===== config.mk =====
export PLATFORM = sky130hd
export DESIGN_NAME = swreg_mdio_bridge
export DESIGN_NICKNAME = d
export VERILOG_FILES = /design/src/rtl/swreg_pkg.sv /design/src/rtl/swreg_addr_map.sv /design/src/rtl/swreg_phy_cmd.sv /design/src/rtl/swreg_poll_ctr.sv /design/src/rtl/swreg_mdio_bridge.sv
export SDC_FILE = /design/constraint.sdc
export NUM_CORES = 1
export LEC_CHECK = 0
export ABC_AREA = 0
export BUFFER_PORTS_ARGS = -buffer_cell sky130_fd_sc_hd__buf_2
export CELL_PAD_IN_SITES_DETAIL_PLACEMENT = 1
export CELL_PAD_IN_SITES_GLOBAL_PLACEMENT = 1
export CORE_ASPECT_RATIO = 1.4
export CORE_MARGIN = 3
export CORE_UTILIZATION = 44
export DETAILED_ROUTE_END_ITERATION = 10
export MAX_ROUTING_LAYER = met4
export PLACE_DENSITY_LB_ADDON = 0.1
export RECOVER_POWER = 50
export SLEW_MARGIN = 20
export SYNTH_ARGS = -nofsm -noshare
export SYNTH_HDL_FRONTEND = slang
export SYNTH_SLANG_ARGS = --single-unit

===== constraint.sdc =====
create_clock -name clk_i -period 7.25 [get_ports clk_i]
set_clock_uncertainty 0.2 [all_clocks]
set_input_delay 0 -clock clk_i [delete_from_list [all_inputs] [get_ports clk_i]]
set_output_delay 0 -clock clk_i [all_outputs]
set_load 0.005 [all_outputs]

===== src/rtl/swreg_pkg.sv =====
package swreg_pkg;
  localparam int WORD_W = 32;
  localparam int HALF_W = 16;
  localparam int MDIO_A_W = 5;

  typedef enum logic [1:0] {K_REG_RD = 2'd0, K_REG_WR = 2'd1, K_PHY_RD = 2'd2, K_PHY_WR = 2'd3} kind_e;
  typedef enum logic [1:0] {E_OK = 2'd0, E_MDIO = 2'd1, E_TIMEOUT = 2'd2, E_MODEL = 2'd3} err_e;
  typedef enum logic [1:0] {J_REG, J_DUMMY, J_CMD, J_POLL} job_e;
  typedef enum logic [1:0] {S_IDLE, S_ISSUE, S_WAIT, S_DONE} st_e;
endpackage


===== src/rtl/swreg_addr_map.sv =====
module swreg_addr_map
  import swreg_pkg::*;
#(
  parameter int ADDR_W = 19,
  parameter logic [ADDR_W-1:0] IND_ADDR = ADDR_W'(12'h098)
) (
  input  logic                model_b_i,
  input  logic [ADDR_W-1:0]   addr_i,
  output logic [MDIO_A_W-1:0] page_phy_o,
  output logic [MDIO_A_W-1:0] page_reg_o,
  output logic [HALF_W-1:0]   page_data_o,
  output logic [MDIO_A_W-1:0] half_phy_o,
  output logic [MDIO_A_W-1:0] half_base_o,
  output logic                low_first_o
);
  localparam int PAGE_SHIFT = 9;

  always_comb begin
    page_phy_o  = model_b_i ? 5'h18 : 5'h1f;
    page_reg_o  = model_b_i ? 5'h00 : 5'h10;
    page_data_o = HALF_W'(addr_i >> PAGE_SHIFT);
    half_phy_o  = {2'b10, addr_i[8:6]};
    half_base_o = {addr_i[5:2], 1'b0};
    // first model wants the low half first on the indirect command register
    low_first_o = !model_b_i && (addr_i == IND_ADDR);
  end
endmodule


===== src/rtl/swreg_phy_cmd.sv =====
module swreg_phy_cmd
  import swreg_pkg::*;
(
  input  logic                rd_i,
  input  logic [MDIO_A_W-1:0] phy_i,
  input  logic [MDIO_A_W-1:0] preg_i,
  input  logic [HALF_W-1:0]   wdata_i,
  output logic [WORD_W-1:0]   cmd_o
);
  always_comb
    cmd_o = {2'b11, 2'b00, rd_i, 1'b0, phy_i, preg_i, rd_i ? {HALF_W{1'b0}} : wdata_i};
endmodule


===== src/rtl/swreg_poll_ctr.sv =====
module swreg_poll_ctr #(
  parameter int POLL_W = 16
) (
  input  logic              clk_i,
  input  logic              rst_ni,
  input  logic              clr_i,
  input  logic              inc_i,
  input  logic [POLL_W-1:0] limit_i,
  output logic              last_o
);
  logic [POLL_W-1:0] cnt_q;

  always_ff @(posedge clk_i or negedge rst_ni) begin
    if (!rst_ni)     cnt_q <= '0;
    else if (clr_i)  cnt_q <= '0;
    else if (inc_i)  cnt_q <= cnt_q + 1'b1;
  end

  // the read now finishing is read number cnt_q+1
  assign last_o = ({1'b0, cnt_q} + 1'b1) >= {1'b0, limit_i};
endmodule


===== src/rtl/swreg_mdio_bridge.sv =====
module swreg_mdio_bridge
  import swreg_pkg::*;
#(
  parameter int ADDR_W = 19,
  parameter int POLL_W = 16
) (
  input  logic                clk_i,
  input  logic                rst_ni,
  input  logic [1:0]          model_i,
  input  logic [POLL_W-1:0]   poll_limit_i,
  input  logic                req_valid_i,
  output logic                req_ready_o,
  input  logic [1:0]          req_kind_i,
  input  logic [ADDR_W-1:0]   req_addr_i,
  input  logic [4:0]          req_phy_i,
  input  logic [4:0]          req_preg_i,
  input  logic [31:0]         req_wdata_i,
  output logic                rsp_valid_o,
  output logic [31:0]         rsp_rdata_o,
  output logic [1:0]          rsp_err_o,
  output logic                mdio_req_valid_o,
  input  logic                mdio_req_ready_i,
  output logic                mdio_req_write_o,
  output logic [4:0]          mdio_req_phy_o,
  output logic [4:0]          mdio_req_reg_o,
  output logic [15:0]         mdio_req_wdata_o,
  input  logic                mdio_rsp_valid_i,
  input  logic [15:0]         mdio_rsp_rdata_i,
  input  logic                mdio_rsp_err_i
);
  localparam logic [ADDR_W-1:0] IND_ADDR = ADDR_W'(12'h098);
  localparam logic [1:0] STEP_PAGE = 2'd0;
  localparam logic [1:0] STEP_LAST = 2'd2;

  st_e                 st_q;
  job_e                job_q;
  logic [1:0]          step_q;
  logic                model_b_q;
  logic                phy_rd_q;
  logic [ADDR_W-1:0]   addr_q;
  logic                word_wr_q;
  logic [WORD_W-1:0]   wdata_q;
  logic [HALF_W-1:0]   lo_q;
  logic [MDIO_A_W-1:0] phy_q, preg_q;
  logic [HALF_W-1:0]   pdata_q;
  logic [WORD_W-1:0]   rdata_q;
  err_e                err_q;

  logic [MDIO_A_W-1:0] page_phy, page_reg, half_phy, half_base;
  logic [HALF_W-1:0]   page_data;
  logic                low_first;
  logic [WORD_W-1:0]   cmd_word;
  logic                poll_clr, poll_inc, poll_last;

  swreg_addr_map #(.ADDR_W(ADDR_W), .IND_ADDR(IND_ADDR)) u_map (
    .model_b_i  (model_b_q),
    .addr_i     (addr_q),
    .page_phy_o (page_phy),
    .page_reg_o (page_reg),
    .page_data_o(page_data),
    .half_phy_o (half_phy),
    .half_base_o(half_base),
    .low_first_o(low_first)
  );

  swreg_phy_cmd u_cmd (
    .rd_i   (phy_rd_q),
    .phy_i  (phy_q),
    .preg_i (preg_q),
    .wdata_i(pdata_q),
    .cmd_o  (cmd_word)
  );

  swreg_poll_ctr #(.POLL_W(POLL_W)) u_poll (
    .clk_i  (clk_i),
    .rst_ni (rst_ni),
    .clr_i  (poll_clr),
    .inc_i  (poll_inc),
    .limit_i(poll_limit_i),
    .last_o (poll_last)
  );

  // request fields come from registers only, so they hold while waiting for ready
  logic hi_sel;
  always_comb begin
    if (word_wr_q) hi_sel = (step_q == 2'd1) ? !low_first : low_first;
    else           hi_sel = (step_q == STEP_LAST);
    mdio_req_valid_o = (st_q == S_ISSUE);
    if (step_q == STEP_PAGE) begin
      mdio_req_write_o = 1'b1;
      mdio_req_phy_o   = page_phy;
      mdio_req_reg_o   = page_reg;
      mdio_req_wdata_o = page_data;
    end else begin
      mdio_req_write_o = word_wr_q;
      mdio_req_phy_o   = half_phy;
      mdio_req_reg_o   = half_base | {4'd0, hi_sel};
      mdio_req_wdata_o = hi_sel ? wdata_q[31:16] : wdata_q[15:0];
    end
  end

  logic rsp_ok, word_end;
  assign rsp_ok   = (st_q == S_WAIT) && mdio_rsp_valid_i && !mdio_rsp_err_i;
  assign word_end = rsp_ok && (step_q == STEP_LAST);
  assign poll_clr = word_end && (job_q == J_CMD);
  assign poll_inc = word_end && (job_q == J_POLL) && mdio_rsp_rdata_i[15] && !poll_last;

  always_ff @(posedge clk_i or negedge rst_ni) begin
    if (!rst_ni) begin
      st_q      <= S_IDLE;
      job_q     <= J_REG;
      step_q    <= STEP_PAGE;
      model_b_q <= 1'b0;
      phy_rd_q  <= 1'b0;
      addr_q    <= '0;
      word_wr_q <= 1'b0;
      wdata_q   <= '0;
      lo_q      <= '0;
      phy_q     <= '0;
      preg_q    <= '0;
      pdata_q   <= '0;
      rdata_q   <= '0;
      err_q     <= E_OK;
    end else begin
      unique case (st_q)
        S_IDLE: if (req_valid_i) begin
          model_b_q <= model_i[0];
          phy_rd_q  <= (req_kind_i == K_PHY_RD);
          phy_q     <= req_phy_i;
          preg_q    <= req_preg_i;
          pdata_q   <= req_wdata_i[15:0];
          wdata_q   <= req_wdata_i;
          step_q    <= STEP_PAGE;
          rdata_q   <= '0;
          err_q     <= E_OK;
          if (req_kind_i[1]) begin
            job_q     <= J_DUMMY;
            addr_q    <= IND_ADDR;
            word_wr_q <= 1'b0;
          end else begin
            job_q     <= J_REG;
            addr_q    <= req_addr_i;
            word_wr_q <= (req_kind_i == K_REG_WR);
          end
          if (model_i[1]) begin
            err_q <= E_MODEL;
            st_q  <= S_DONE;
          end else begin
            st_q  <= S_ISSUE;
          end
        end
        S_ISSUE: if (mdio_req_ready_i) st_q <= S_WAIT;
        S_WAIT: if (mdio_rsp_valid_i) begin
          if (mdio_rsp_err_i) begin
            err_q <= E_MDIO;
            st_q  <= S_DONE;
          end else if (step_q != STEP_LAST) begin
            if (!word_wr_q && step_q == 2'd1) lo_q <= mdio_rsp_rdata_i;
            step_q <= step_q + 2'd1;
            st_q   <= S_ISSUE;
          end else begin
            step_q <= STEP_PAGE;
            unique case (job_q)
              J_REG: begin
                if (!word_wr_q) rdata_q <= {mdio_rsp_rdata_i, lo_q};
                st_q <= S_DONE;
              end
              J_DUMMY: begin
                job_q     <= J_CMD;
                word_wr_q <= 1'b1;
                wdata_q   <= cmd_word;
                st_q      <= S_ISSUE;
              end
              J_CMD: begin
                job_q     <= J_POLL;
                word_wr_q <= 1'b0;
                st_q      <= S_ISSUE;
              end
              J_POLL: begin
                if (!mdio_rsp_rdata_i[15]) begin
                  rdata_q <= {{HALF_W{1'b0}}, lo_q};
                  st_q    <= S_DONE;
                end else if (poll_last) begin
                  err_q <= E_TIMEOUT;
                  st_q  <= S_DONE;
                end else begin
                  st_q  <= S_ISSUE;
                end
              end
              default: st_q <= S_DONE;
            endcase
          end
        end
        S_DONE: st_q <= S_IDLE;
        default: st_q <= S_IDLE;
      endcase
    end
  end

  assign req_ready_o = (st_q == S_IDLE);
  assign rsp_valid_o = (st_q == S_DONE);
  assign rsp_rdata_o = rdata_q;
  assign rsp_err_o   = err_q;
endmodule


==> results of run 1 <==
## metal layers
metal,vias up,track usage,part of all wire
met4,0,0.101,0.028
met3,53,0.0480,0.038
li1,3566,-,-
met2,192,0.484,0.52
met1,3708,0.326,0.41
met5,-,-,0
## cells by family after synthesis
| kind of cell | share of synthesized area |
|---|---|
| other | 0.000471 |
| adders and majority gates | 0.0330 |
| DFF | 0.477 |
| buffers and inverters | 0.0495 |
| and+or+nand+nor | 0.237 |
| muxes | 0.0457 |
| AOI/OAI and AO/OA | 0.146 |
| xor gates and xnor gates | 0.0110 |
## cells in the final DEF, fill, tap and decap left out, drive strengths merged, types with 3 or more instances in the layout
cell / count
o21ai: 63
a31oi: 22
nor2b: 3
o31ai: 20
ha: 21
a22o: 3
nand4: 22
nor2: 54
and2: 9
clkbuf: 50
xnor2: 6
o2111ai: 5
dfrtp: 152
nand3: 10
inv: 27
nor3: 7
and3: 4
nand2: 230
nor4: 8
mux2: 18
clkinv: 4
xor2: 4
or2: 7
clkinvlp: 4
buf: 143
nand2b: 22
a21o: 11
a21oi: 52
dlygate4sd3: 109
mux2i: 12
nor3b: 20
## repair_timing
item | CTS | global route
hold endpoints to repair | 196 | 0
hold buffers | 109 | 0
setup buffers | 0 | 0
## per-stage QoR
stage	cells	hold slack [ps]	instance area (um^2)
after CTS	1387	29.2	10600
after floorplan	901	-496	7970
after global placement	1245	-94.7	8860
after global routing	1388	101	10500
final	1388	61.6	10500
after detailed placement	1246	-108	8880
## critical path, delay by kind of cell
family   cells  cell delay (ps)
buf+inv      3             4710
## registers in the layout (all words and copies together) (netlist names), 5 cells and up
register and cells:
preg_q 5, pdata_q 16, wdata_q 32, u_poll.cnt_q 16
phy_q 5, lo_q 16, addr_q 19, rsp_rdata_o 32
## final cells by class
class,count,area [um^2]
Inverter,25,93.8
Fill cell,2099,7030
Timing Repair Buffer,282,1950
Sequential cell,152,3800
Antenna cell,1,2.50
Clock buffer,20,447
Multi-Input combinational cell,660,3780
Tap cell,236,295
Clock inverter,12,143
## worst max path at each step
stage	startpoint	endpoint	cells past startpoint
after floorplan	u_poll.cnt_q[0]	u_poll.cnt_q[13]	12
after global placement	u_poll.cnt_q[0]	u_poll.cnt_q[15]	11
after detailed placement	u_poll.cnt_q[0]	u_poll.cnt_q[15]	11
after CTS	u_poll.cnt_q[0]	u_poll.cnt_q[15]	11
after global routing	rst_ni	wdata_q[9]	3
final	rst_ni	pdata_q[8]	3
## report_power, final
group / switching (mW) / leakage [nW] / internal (mW) / total [mW]
sequential: 0.250 / 1.93 / 1.19 / 1.44
clock: 0.381 / 0.274 / 0.521 / 0.902
combinational: 0.891 / 2.73 / 0.595 / 1.49
==> metrics.yaml, run 1 <==
synth_flop_cell: "dfrtp_1"
numCtsBuffers: 17
fin_ws_ps: 2710
reg2reg_depth: 11
rows: 57
netlist.area_leader.share: 0.477
hold_viol: 0
grt_max_degree: 79
post_drt_wl_per_cell_um: 18.8
clockBufferDepth: 2
worst_slew_pin_slew_ps: 4370
synthTopCellsByArea: "dfrtp_1, nand2_1, o21ai_0, ha_1, a21oi_1"
hold_end: "u_poll.cnt_q[6]"
grt_util_all_layers: 0.278
fmaxAchievable_mhz: 220
grt_pass1_wl_um: 42200
syn_nets: 1025
core_area_um2: 17500
synthArstFlopShare: 1.00
synth.top_cells.by_count: "nand2_1, dfrtp_1, o21ai_0"
arrival_ps: 4760
ys_ff_latch: 152
antenna_found_initial: 1
yosysSeqAreaShare: 0.477
slowest_stage: "clkbuf_1"
worstSkewPairLatency_ps: 430
place_ws_ps: 3160
drc: 0
cap_violations: 4
die-area_um2: 19800
required_ps: 7470
worstPathCellList: "dlygate4sd3_1, clkbuf_1, buf_4"
power_density_nw_per_um2: 364
r2r-start: "u_poll.cnt_q[0]"
gp_congestion: 0.839
fin_total_pwr_mw: 3.82
io_pins: 167
cts_root_buffer: "clkbuf_16"
rrSetupSlack_ps: 3150
relSlewSlack: -1.91
status: "finished, violations left"
fin_setup_tns_ps: 0
yosys_warnings: 0
clk_pin_slew_ps: 60
violations: "capacitance limit, slew limit"
fin_util: 0.599
postSynthAreaPerCell_um2: 8.84
holdCritStartpoint: "poll_limit_i[15]"
holdPathStages: 7
synth-edff-count: 0
critPathCaptureType: "asynchronous set/reset pin"
cts_sinks: 152
path_max_fanout: 78
io_buffers: 165
worstSetupPathType: "in -> async"
setup-violations-final: 0
cts_resized: 0
dr.pass1.iters: 5
nets: 1262
leakage_nw: 4.93
syn2layout_area_growth_pct: 32.0
viasPerCell: 5.42
netlist_instances: 901
dp_hpwl_um: 15600
fp.dieW_um: 120
start_util: 0.454
die_height_um: 165
slowest_delay_ps: 3040
ys_types: 60
r2r-end: "u_poll.cnt_q[15]"
grt_pass1_vias: 8136
vias: 7519
drt_wl_total_um: 26100
drt_iter0_drc: 502
ir_drop_v: 0.000173
min_period_over_period: 0.627
grt_overflow: 0
hold_path.class: "in -> reg"
grt_setup_unrepaired: "false"
critPathLaunchType: "input pin"
drv_slew: 228
h-tree-depth: 4
fin_crit_ps: 4540
yosysTopAreaCell: "dfrtp_1"
drive_gt1_frac: 0.180
antenna_left: 0
synth.most_common_cell: "nand2_1"
syn-cell-area_um2: 7970
cts_tree: "yes"
Note: power is estimated with default switching activity, not from simulation.
==> run 2, diff against run 1 <==
--- a/config.mk
+++ b/config.mk
@@ -11,7 +11,7 @@
 export CELL_PAD_IN_SITES_GLOBAL_PLACEMENT = 1
 export CORE_ASPECT_RATIO = 1.4
 export CORE_MARGIN = 3
-export CORE_UTILIZATION = 44
+export CORE_UTILIZATION = 41
 export DETAILED_ROUTE_END_ITERATION = 10
 export MAX_ROUTING_LAYER = met4
 export PLACE_DENSITY_LB_ADDON = 0.1
==> constraint.sdc (replaced) <==
create_clock -name clk_i -period 4.6 [get_ports clk_i]
set_clock_uncertainty 0.2 [all_clocks]
set_input_delay 0 -clock clk_i [delete_from_list [all_inputs] [get_ports clk_i]]
set_output_delay 0 -clock clk_i [all_outputs]
set_load 0.005 [all_outputs]
==> run 2 against run 1 <==
Compared with the run above: critical path depth is 8 higher; worst hold slack better by 2.6 ps; wire length decreased by 3.2%; setup slack got worse by 2100 ps; critical path type is now reg -> reg; critical endpoint is now u_poll.cnt_q[15]; the flow still finishes with violations (capacitance limit, slew limit); sequential share of layout area is essentially flat; clock power rose by 50%.
==> metrics.yaml, run 2 (synthesized netlist as in run 1, its figures left out) <==
layout.cells.non_filler: 1398  # was 1388
r2r-end: "u_poll.cnt_q[15]"  # unchanged
grt_pass1_wl_um: 41300  # was 42200 um
rows: 59  # was 57
fin_util: 0.559  # was 0.599
power_density_nw_per_um2: 560  # was 364 nW/um^2
cts_resized: 0  # unchanged
cts_sinks: 152  # unchanged
antenna_left: 0  # unchanged
min_period_over_period: 0.877
grt_setup_unrepaired: "false"  # unchanged
io_pins: 167  # unchanged
start_util: 0.423  # was 0.454
fin_total_pwr_mw: 5.89  # was 3.82 mW
core_area_um2: 18800  # was 17500 um^2
post_drt_wl_per_cell_um: 18.0  # was 18.8 um
placed_cell_area_um2: 8890  # was 8880 um^2
gp_congestion: 0.855  # was 0.839
status: "finished, violations left"  # unchanged
syn2layout_area_growth_pct: 32.1  # was 32.0%
cts_root_buffer: "clkbuf_16"  # unchanged
nets: 1261  # was 1262
worst_slew_pin_slew_ps: 3480  # was 4370 ps
grt_overflow: 0  # unchanged
hold_end: "rsp_err_o[1]"  # was u_poll.cnt_q[6]
fmaxAchievable_mhz: 248
drt_iter0_drc: 297  # was 502
required_ps: 4700  # was 7470 ps
cap_violations: 1  # was 4
cts_tree: "yes"  # unchanged
leakage_nw: 4.96  # was 4.93 nW
grt_max_degree: 78  # was 79
critPathCaptureType: "flip-flop"  # was asynchronous set/reset pin
vias: 7400  # was 7519
critPathLaunchType: "flip-flop"  # was input pin
grt_util_all_layers: 0.256  # was 0.278
worstSkewPairLatency_ps: 430  # about the same
worstSetupPathType: "reg -> reg"  # was in -> async
place_inst: 1254  # was 1246
holdCritStartpoint: "req_valid_i"  # was poll_limit_i[15]
clk_pin_slew_ps: 60  # about the same
ir_drop_v: 0.000257  # was 0.000173 V
h-tree-depth: 4  # unchanged
postCtsSetupBuffers: 0  # unchanged
dr.pass1.iters: 7  # was 5
fin_ws_ps: 565  # was 2710 ps
violations: "capacitance limit, slew limit"  # unchanged
rrSetupSlack_ps: 570  # was 3150 ps
setup-violations-final: 0  # unchanged
numCtsBuffers: 17  # unchanged
hold_path.class: "in -> reg"  # unchanged
reg2reg_depth: 11  # unchanged
drt_wl_total_um: 25200  # was 26100 um
place_ws_ps: 551  # was 3160 ps
relSlewSlack: -1.32  # was -1.91
clockBufferDepth: 2  # unchanged
fp.dieW_um: 124  # was 120 um
drv_slew: 76  # was 228
die_height_um: 171  # was 165 um
drc: 0  # unchanged
dp_hpwl_um: 15900  # was 15600 um
hold_viol: 0  # unchanged
antenna_found_initial: 1  # unchanged
viasPerCell: 5.29  # was 5.42
holdPathStages: 5  # was 7
fin_crit_ps: 4030
die-area_um2: 21200  # was 19800 um^2
arrival_ps: 4130  # was 4760 ps
path_max_fanout: 11  # was 78
r2r-start: "u_poll.cnt_q[0]"  # unchanged
layout_common_cells: "nand2_1, dfrtp_1, buf_2"  # unchanged
fin_hold_ws_ps: 64.2  # was 61.6 ps
grt_pass1_vias: 7965  # was 8136
drive_gt1_frac: 0.188  # was 0.180
io_buffers: 165  # unchanged
fin_setup_tns_ps: 0  # unchanged
mostFrequentLayoutCell: "nand2_1"  # unchanged
design_area_um2: 10500  # about the same
## run 2: timing repair
| item | 4_1_cts | 5_1_grt |
|---|---|---|
| hold buffers | 108 | 0 |
| setup endpoints to repair | 0 | 0 |
| endpoints found under the hold margin | 197 | 0 |
## run 2: area by class of cell
cell class / instances / area [um^2]
Antenna cell: 4 / 10.0
Clock buffer: 20 / 447
Clock inverter: 12 / 119
Fill cell: 2221 / 8300
Inverter: 25 / 93.8
Multi-Input combinational cell: 660 / 3790
Sequential cell: 152 / 3800
Tap cell: 244 / 305
Timing Repair Buffer: 281 / 1960
## run 2: critical path, stage by stage, from the launching register on
cell and delay [ps]:
dfrtp_1 410, ha_1 300, nand2_1 150, nor4b_2 420, a21boi_0 180, or2_2 320
ha_1 310, nand4_1 150, nor3_1 80, a221oi_2 540, and4_4 490, mux2_2 370
## run 2: power breakdown
group / leakage [nW] / internal, mW / switching (mW)
Clock: 0.262 / 0.767 / 0.581
Sequential: 1.93 / 1.87 / 0.378
Combinational: 2.77 / 0.920 / 1.37
## run 2: worst max-delay path by stage
stage	start	endpoint	slack [ps]	cells after the start
after CTS	u_poll.cnt_q[0]	u_poll.cnt_q[15]	550	11
after global placement	u_poll.cnt_q[0]	u_poll.cnt_q[15]	660	11
final	u_poll.cnt_q[0]	u_poll.cnt_q[15]	570	11
after global routing	u_poll.cnt_q[0]	u_poll.cnt_q[15]	250	11
after floorplan	u_poll.cnt_q[0]	u_poll.cnt_q[13]	1130	12
after detailed placement	u_poll.cnt_q[0]	u_poll.cnt_q[15]	550	11
## run 2: layer usage
metal / vias to the layer above / track usage / share of wire
li1: 3559 / - / -
met1: 3649 / 0.315 / 0.43
met2: 156 / 0.425 / 0.51
met3: 36 / 0.0427 / 0.036
met4: 0 / 0.0839 / 0.021
met5: - / - / 0
